==> src/rtl/ser_tag_pkg.sv <==
package ser_tag_pkg;
  typedef struct packed {
    logic rise;
    logic fall;
    logic tag;
  } dclk_evt_t;
endpackage

==> src/rtl/ser_tag_edge.sv <==
module ser_tag_edge
  import ser_tag_pkg::*;
#(
  parameter int unsigned SYNC_STAGES = 2
) (
  input  logic      clk,
  input  logic      rst,
  input  logic      dclk,
  input  logic      tag_in,
  output dclk_evt_t evt
);
  localparam int unsigned LAST = SYNC_STAGES - 1;

  logic [SYNC_STAGES-1:0] dsync;
  logic [SYNC_STAGES-1:0] tsync;
  logic                   dprev;

  always_ff @(posedge clk) begin
    if (rst) begin
      dsync <= '0;
      tsync <= '0;
      dprev <= 1'b0;
    end else begin
      dsync[0] <= dclk;
      tsync[0] <= tag_in;
      for (int i = 1; i < SYNC_STAGES; i++) begin
        dsync[i] <= dsync[i-1];
        tsync[i] <= tsync[i-1];
      end
      dprev <= dsync[LAST];
    end
  end

  assign evt.rise = dsync[LAST] & ~dprev;
  assign evt.fall = ~dsync[LAST] & dprev;
  assign evt.tag  = tsync[LAST];
endmodule

==> src/rtl/ser_tag_chain.sv <==
module ser_tag_chain
  import ser_tag_pkg::*;
#(
  parameter int unsigned RES_W = 16
) (
  input  logic             clk,
  input  logic             rst,
  input  dclk_evt_t        evt,
  input  logic             en,
  input  logic             ld,
  input  logic [RES_W-1:0] ld_data,
  output logic             cur_bit
);
  logic [RES_W-1:0] sh_q;
  logic             tag_q;
  logic             cur_q;

  always_ff @(posedge clk) begin
    if (rst) begin
      sh_q  <= '0;
      tag_q <= 1'b0;
      cur_q <= 1'b0;
    end else if (ld) begin
      sh_q  <= ld_data;
      tag_q <= 1'b0;
      cur_q <= 1'b0;
    end else if (en) begin
      if (evt.rise) tag_q <= evt.tag;
      if (evt.fall) begin
        cur_q <= sh_q[RES_W-1];
        sh_q  <= {sh_q[RES_W-2:0], tag_q};
      end
    end
  end

  assign cur_bit = cur_q;

  AST_RELOAD_CLEAR: assert property (@(posedge clk) disable iff (rst)
    ld |=> (!cur_q && !tag_q));
  AST_IDLE_WHEN_OFF: assert property (@(posedge clk) disable iff (rst)
    (!en && !ld) |=> ($stable(sh_q) && $stable(tag_q) && $stable(cur_q)));
endmodule

==> src/rtl/ser_tag_busy.sv <==
module ser_tag_busy (
  input  logic clk,
  input  logic rst,
  input  logic ld,
  input  logic cs_n,
  input  logic rd_conv,
  output logic busy
);
  logic busy_q;
  logic conv_cmd;

  assign conv_cmd = ~cs_n & ~rd_conv;

  always_ff @(posedge clk) begin
    if (rst)           busy_q <= 1'b0;
    else if (ld)       busy_q <= 1'b1;
    else if (conv_cmd) busy_q <= 1'b0;
  end

  assign busy = busy_q;

  AST_BUSY_ON_LOAD: assert property (@(posedge clk) disable iff (rst)
    ld |=> busy_q);
  AST_BUSY_DROP_CAUSE: assert property (@(posedge clk) disable iff (rst)
    $fell(busy_q) |-> $past(!cs_n && !rd_conv && !ld));
endmodule

==> src/rtl/ser_tag_shifter.sv <==
module ser_tag_shifter
  import ser_tag_pkg::*;
#(
  parameter int unsigned RES_W       = 16,
  parameter int unsigned SYNC_STAGES = 2
) (
  input  logic             clk,
  input  logic             rst,
  input  logic             cs_n,
  input  logic             rd_conv,
  input  logic             dclk,
  input  logic             tag_in,
  input  logic             ld_valid,
  input  logic [RES_W-1:0] ld_data,
  output logic             sdata,
  output logic             busy
);
  dclk_evt_t evt;
  logic      out_en;
  logic      cur_bit;
  logic      sdata_q;

  assign out_en = ~cs_n & rd_conv;

  ser_tag_edge #(.SYNC_STAGES(SYNC_STAGES)) u_edge (
    .clk    (clk),
    .rst    (rst),
    .dclk   (dclk),
    .tag_in (tag_in),
    .evt    (evt)
  );

  ser_tag_chain #(.RES_W(RES_W)) u_chain (
    .clk     (clk),
    .rst     (rst),
    .evt     (evt),
    .en      (out_en),
    .ld      (ld_valid),
    .ld_data (ld_data),
    .cur_bit (cur_bit)
  );

  ser_tag_busy u_busy (
    .clk     (clk),
    .rst     (rst),
    .ld      (ld_valid),
    .cs_n    (cs_n),
    .rd_conv (rd_conv),
    .busy    (busy)
  );

  always_ff @(posedge clk) begin
    if (rst) sdata_q <= 1'b0;
    else     sdata_q <= out_en & cur_bit;
  end

  assign sdata = sdata_q;

  AST_SDATA_QUIET: assert property (@(posedge clk) disable iff (rst)
    !(!cs_n && rd_conv) |=> !sdata);
endmodule

==> config.mk <==
export PLATFORM = sky130hd
export DESIGN_NAME = ser_tag_shifter
export DESIGN_NICKNAME = d
export VERILOG_FILES = /design/src/rtl/ser_tag_pkg.sv /design/src/rtl/ser_tag_edge.sv /design/src/rtl/ser_tag_chain.sv /design/src/rtl/ser_tag_busy.sv /design/src/rtl/ser_tag_shifter.sv
export SDC_FILE = /design/constraint.sdc
export NUM_CORES = 1
export LEC_CHECK = 0
export CAP_MARGIN = 20
export CORE_AREA = 2 2 51 53
export CTS_BUF_LIST = sky130_fd_sc_hd__clkbuf_4 sky130_fd_sc_hd__clkbuf_8 sky130_fd_sc_hd__clkbuf_16
export CTS_CLUSTER_SIZE = 24
export DETAILED_ROUTE_END_ITERATION = 8
export DIE_AREA = 0 0 53 55
export PLACE_DENSITY_LB_ADDON = 0.05
export SETUP_SLACK_MARGIN = 0.15
export SLEW_MARGIN = 10
export SYNTH_ARGS = -nofsm -noshare
export SYNTH_HDL_FRONTEND = slang
export SYNTH_HIERARCHICAL = 1
export SYNTH_SLANG_ARGS = --single-unit
==> constraint.sdc <==
create_clock -name clk -period 3.2 [get_ports clk]
set_input_delay 0.96 -clock clk [delete_from_list [all_inputs] [get_ports clk]]
set_output_delay 0.96 -clock clk [all_outputs]
set_load 0.01 [all_outputs]
---- Yosys cells after proc, flatten, opt, wreduce, memory -nomap -nowiden ----
Cells that the tools add are included.
word-level totals
  logic and storage cells ................. 29
  register bits after elaboration ......... 25
  input bits .............................. 23
operators by class
  reduce and logical (&&, ||, !) cells .... 7
  bitwise gates (word level) .............. 9
  mux-type cells .......................... 5
operators by type and width
  cell               number
  $mux 16            3
  $reduce_and 2->1   3
  $reduce_bool 2->1  3
  $and 1x1->1        5
  $not 1->1          4
  $mux 1             2
  $reduce_or 2->1    1

---- Longest topological paths before layout ----
Gate-level depths: netlist of the first run.
  word-level depth ........................ 5
  gate-level depth with buffers ........... 5
  gate-level depth less buffers ........... 3

---- By module ----
Netlist of the first run, hierarchy kept.
modules (own cells, without submodules)
  module           cells each  times used  area each (µm²)
  ser_tag_chain    93          1           993.5
  ser_tag_edge     13          1           151.4
  ser_tag_shifter  3           1           41.3
  ser_tag_busy     4           1           33.8

---- Least setup slack after synthesis of the first run ----
Ideal clock, no wire load.
  path kind ............................... in2reg
  start point ............................. input cs_n
  end point ............................... register u_chain.sh_q[11]
  path buffers ............................ 1
  library setup time ...................... 103 ps
  required time ........................... 3,097 ps
  arrival time ............................ 1,837 ps
  slack ................................... 1,260 ps
  stages on the path ...................... 4
  cell sequence ........................... and2b_2 > and2_1 > clkbuf_1 > a2111oi_2
between the ends
  word-level cells in the longest chain between the ends .. 4
RTL lines
  item                         RTL line               RTL
  from (decl)                  ser_tag_shifter.sv:9   input logic cs_n,
  $not 1->1                    ser_tag_shifter.sv:23  assign out_en = ~cs_n & rd_conv;
  $and 1x1->1                  ser_tag_shifter.sv:23
  $reduce_bool 2->1 (no line)  --
  $reduce_and 2->1 (no line)   --
  to (signal assigned)         ser_tag_chain.sv:24    sh_q <= ld_data;
  to (signal assigned)         ser_tag_chain.sv:31    sh_q <= {sh_q[RES_W-2:0], tag_q};
  to (decl)                    ser_tag_chain.sv:14    logic [RES_W-1:0] sh_q;
Every way passes these cells.
A chain may end at the register's enable or synchronous reset.

---- Worst setup path in the final report of the first run ----
  start point ............................. input cs_n
  end point ............................... register u_chain.sh_q[5]
between the ends
  word-level cells in the longest chain between the ends .. 4
RTL lines
  item                         RTL line               RTL
  $not 1->1                    ser_tag_shifter.sv:23
  $and 1x1->1                  ser_tag_shifter.sv:23
  via out_en                   ser_tag_shifter.sv:19  logic out_en;
  $reduce_bool 2->1 (no line)  --
  $reduce_and 2->1 (no line)   --
The timed path passes the listed nets, and every way through them passes these cells.

==> results.tsv, run 1 <==
metric	value	unit
worst-path-max-fanout	22	
power.density	392	mW/mm^2
synth_area_per_cell	10.8	sq um
critPathCaptureType	register	
finalCriticalPeriod	2.28	ns
first_iter_violations	12	
worstSetupPathType	input port to register	
syn_to_final_growth	21.4	%
max-slew-margin-rel	67.6	%
viasPerCell	5.51	
cp.required	3.39	ns
dp_hpwl	1.48	mm
power	0.581	mW
synth_most_common_cell	dfxtp_1	
hold_path_startpoint	u_edge/tsync[0]	
synth_area_leaders	dfxtp_1 (41%), a2111oi_2 (20%), nor2b_1 (12%)	
drive_gt1_share	22.6	%
clock_sinks	25	
routedWlPerCell	13.0	um
hold_path.class	register to register	
fin_crit_sh	71.2	%
track_usage	17.0	%
grt_max_degree	43	
clock-skew-final	0.00148	ns
async_flop_share	0	%
drt_wl_total	2.13	mm
grt_pass1_wl	3.59	mm
path_clk_slew	0.13	ns
fin_nets	157	
numCtsBuffers	3	
start_util	51.6	%
die_h	55	um
yosysTopAreaCellShare	41.0	%
grt.overflow.total	0	
cts-root-buf	clkbuf_4	
cts_buffer_depth	2	
drv_cap	0	
grt_pass1_vias	849	
diodes	0	
cts_hold_buf	0	
ys.flop_type	dfxtp_1	
post-place-ws	0.566	ns
synth_edf_count	0	
htree_levels	1	
drv_slew	0	
r2r-start	u_edge/dprev	
die-area	0.00292	sq mm
io_buffers	24	
die_width	53	um
max_freq	0.439	GHz
ys_ff_latch	25	
vias	898	
setup_slack	0.923	ns
fp-row-count	18	
power.leakage	0.490	nW
status	finished clean	
clkLatencyLatePin	0.31	ns
post_cts_buffers	0	
synth_cell_types	22	
worstPathBufferInverterCount	1	
finalSetupTns	0	ns
cp.arrival	2.46	ns
yosys.area.top_type	dfxtp_1	
drcViolationCount	0	
cts_tree	done	
postRouteAntennaNets	0	
irDropWorstVdd	0.000283	V
cts_resized	0	
io_pins	25	
setup_violations	0	
slowest_delay	0.49	ns
path_delay_family	simple AND/OR/NAND/NOR gates	
synth_cells	113	
crit_path_start_kind	input port	
yosysWarningCount	6	
slowest_stage	and2_1	
finish.utilization	62.6	%
antenna_found_initial	0	
worstSetupStartpoint	cs_n	
finalHoldViolCount	0	
gp_congestion	0.690	
syn_area	0.00122	sq mm
core_area	0.00236	sq mm
rsz0062_at_grt	no	
yosys-top-cells-count	dfxtp_1 (25), nor2b_1 (23), a2111oi_2 (16)	
seq_area_frac_synth	41.0	%
syn-num-nets	136	
tightest_slew	0.485	ns
path_cells	clkdlybuf4s50_1, and2b_2, and2_1, a2111oi_2	
first_pass_iters	4	
==> path summary, 6_finish.rpt <==
check / slack [ns] / end / cells past startpoint
min: 0.46 / u_edge/tsync[1] / 1
min reg2reg: 0.46 / u_edge/tsync[1] / 1
max: 0.92 / u_chain/sh_q[5] / 4
max reg2reg: 1.77 / u_chain/sh_q[5] / 4
==> worst register-to-register path: stages, from the launching register on <==
cell and delay (ns):
dfxtp_1 0.35, nor2b_1 0.13, buf_4 0.22, and2_1 0.46
a2111oi_2 0.14
==> power by group <==
group	switching [mW]	internal [mW]
registers	0.00708	0.329
logic	0.0422	0.0550
clock network	0.0899	0.0572
==> per-layer routing <==
metal	up-vias	share of wire, %	global-route usage, %
li1	463	-	-
met1	420	44	20.1
met2	13	52	29.2
met3	2	3.3	2.96
met4	0	0.71	9.83
met5	-	0	0
==> registers in the layout (all words and copies together), names as in the netlist <==
signal / flops
u_edge/dsync: 2
u_chain/cur_bit: 1
u_busy/busy: 1
u_edge/tsync: 2
u_chain/sh_q: 16
u_chain/tag_q: 1
sdata: 1
u_edge/dprev: 1
==> per-stage QoR <==
stage	hold slack, ns	cells	area (sq um)
final	0.456	163	1480
after global routing	0.472	163	1480
after CTS	0.461	163	1480
after detailed placement	0.427	159	1450
after global placement	0.424	159	1450
after floorplan	0.414	113	1220
==> cell usage in the layout (no fill, tap or decap), drive strengths merged <==
master	netlist	layout
clkbuf	4	4
buf	7	3
nor2	8	8
and2b	1	1
clkdlybuf4s50	0	24
dfxtp	25	25
nand3	2	2
a21bo	2	2
and4bb	1	1
nor4bb	8	8
or2	1	1
nor2b	23	23
nand2	1	1
o21ai	1	1
inv	1	1
a2111oi	16	16
a211oi	8	8
and2	1	1
a21oi	3	3
==> logic make-up after synthesis <==
group	Yosys count	synth area share [%]
buffers and inverters	12	5.95
and+or+nand+nor	46	25.1
DFF	25	41.0
AOI/OAI and AO/OA	30	27.9
==> final cells by class <==
cell class                 instances  area [sq um]
sequential                        25           500
timing repair buffer              27           263
fill                             211           883
clock buffer                       4          30.0
inverter                           1          3.75
tap                               30          37.5
multi-input combinational         76           647
(Power assumes the default switching activity.)
==> inputs of run 2 (changes only) <==
CORE_AREA = 2 2 53 55   (was 2 2 51 53)
DIE_AREA = 0 0 55 57   (was 0 0 53 55)
clock period = 2.3 ns   (was 3.2 ns; I/O delays follow)
==> run 2 against run 1 <==
Critical path depth is 1 higher. Global-route usage is 0.40 points lower. Core utilization is 4.7 points lower. Final cell count is 2.5% higher. Sequential cell count stayed put. Clock skew is 0.00074 ns higher. Register-to-register slack worse by 1.1 ns. Combinational power is 47% higher. Cell area is 2.3% higher. Sequential power is 39% higher.
==> results.tsv, run 2 (same netlist as run 1, synthesis figures left out) <==
metric	value	unit
grt_pass1_wl	3.84	mm
max-slew-margin-rel	67.0	%
grt_max_degree	43	
crit_path_start_kind	input port	
worstSetupStartpoint	cs_n	
layout_common_cells	dfxtp_1 (25), clkdlybuf4s50_1 (24), nor2b_1 (23), a2111oi_2 (16)	
die-area	0.00314	sq mm
multiInputGateArea	647	sq um
start_util	46.7	%
power.leakage	0.510	nW
worstSetupPathType	input port to register	
final-seq-area	500	sq um
first_pass_iters	4	
drv_cap	0	
layout_commonest_cell	dfxtp_1	
fp-row-count	19	
drcViolationCount	0	
rsz0062_at_grt	no	
htree_levels	1	
hold_path.class	register to register	
holdWs	0.452	ns
fin_crit_sh	86.3	%
track_usage	16.6	%
finish.utilization	57.9	%
routedWlPerCell	13.6	um
final_area	0.00152	sq mm
grt_pass1_vias	856	
cp.required	2.49	ns
status	finished clean	
die_h	57	um
dp_hpwl	1.60	mm
top_regs	u_chain/sh_q: 16 flops, u_edge/dsync: 2 flops, u_edge/tsync: 2 flops	
drt_wl_total	2.27	mm
cts_resized	0	
dr_wl_met2	1.12	mm
postRouteAntennaNets	0	
vias	913	
io_buffers	24	
die_width	55	um
path_clk_slew	0.13	ns
finalHoldViolCount	0	
viasPerCell	5.47	
worst-path-max-fanout	10	
clkLatencyLatePin	0.31	ns
clock-skew-final	0.00222	ns
wl_met1	1.06	mm
first_iter_violations	14	
regMostFlops	u_chain/sh_q	
fin_nets	160	
gp_congestion	0.667	
cts_hold_buf	0	
tightest_slew	0.493	ns
io_pins	25	
cts_tree	done	
grt.overflow.total	0	
post_cts_buffers	0	
fillers	238	
r2r-start	u_edge/dprev	
core_area	0.00262	sq mm
setup_violations	0	
setup_slack	0.315	ns
post_dp_cell_area	0.00149	sq mm
critPathCaptureType	register	
largest_reg_flops	16	
met3WireLength	75	um
clock_sinks	25	
hold_path_startpoint	u_edge/tsync[1]	
cts-root-buf	clkbuf_4	
cp.arrival	2.17	ns
finalCriticalPeriod	1.99	ns
drv_slew	0	
diodes	0	
antenna_found_initial	0	
numCtsBuffers	3	
drive_gt1_share	24.3	%
power.density	529	mW/mm^2
syn_to_final_growth	24.2	%
max_freq	0.504	GHz
dr.max_layer_used	met4	
cts_buffer_depth	2	
post-place-ws	-0.00828	ns
irDropWorstVdd	0.000421	V
## run 2: cell types whose count changed in the layout (fill, tap and decap cells not counted)
cell,delta
clkinv_2,+1
buf_12,+1
clkbuf_4,-1
buf_4,+2
## run 2: routing by layer
layer | up-vias | global-route usage [%]
li1 | 467 | -
met1 | 430 | 23.1
met2 | 14 | 26.2
met3 | 2 | 2.36
met4 | 0 | 5.23
met5 | - | 0
## run 2: path summary, 6_finish.rpt
| kind | cells after the start | endpoint | slack, ns |
|---|---|---|---|
| worst max-delay path | 5 | u_chain/sh_q[0] | 0.31 |
| worst max register to register | 4 | u_chain/sh_q[0] | 0.65 |
| worst min register to register | 2 | u_chain/tag_q | 0.45 |
| worst min-delay path | 2 | u_chain/tag_q | 0.45 |
## run 2: power by group
part	internal, mW	total, mW	leakage [nW]	switching, mW
combinational	0.0817	0.143	0.285	0.0615
clock	0.0649	0.190	0.0177	0.125
sequential	0.458	0.468	0.207	0.0101
total	0.605	0.801	0.510	0.197
## run 2: critical path, cell delays in order
cell	delay, ns
clkdlybuf4s50_1	0.43
and2b_2	0.30
buf_4	0.18
nor4bb_1	0.47
a2111oi_2	0.10
## run 2: final cells by class
class / instances / area share [%]
multi-input combinational: 76 / 42.7
clock buffer: 3 / 1.49
timing repair buffer: 30 / 19.7
clock inverter: 1 / 0.330
sequential: 25 / 33.0
inverter: 1 / 0.248
tap: 31 / 2.56
## run 2: stage by stage
step	std cells	power, mW	setup TNS, ns
floorplan	113	0.561	0
global placement	163	0.619	0
detailed placement	163	0.623	-0.00828
CTS	167	0.816	0
global route	167	0.848	0
finish	167	0.801	0
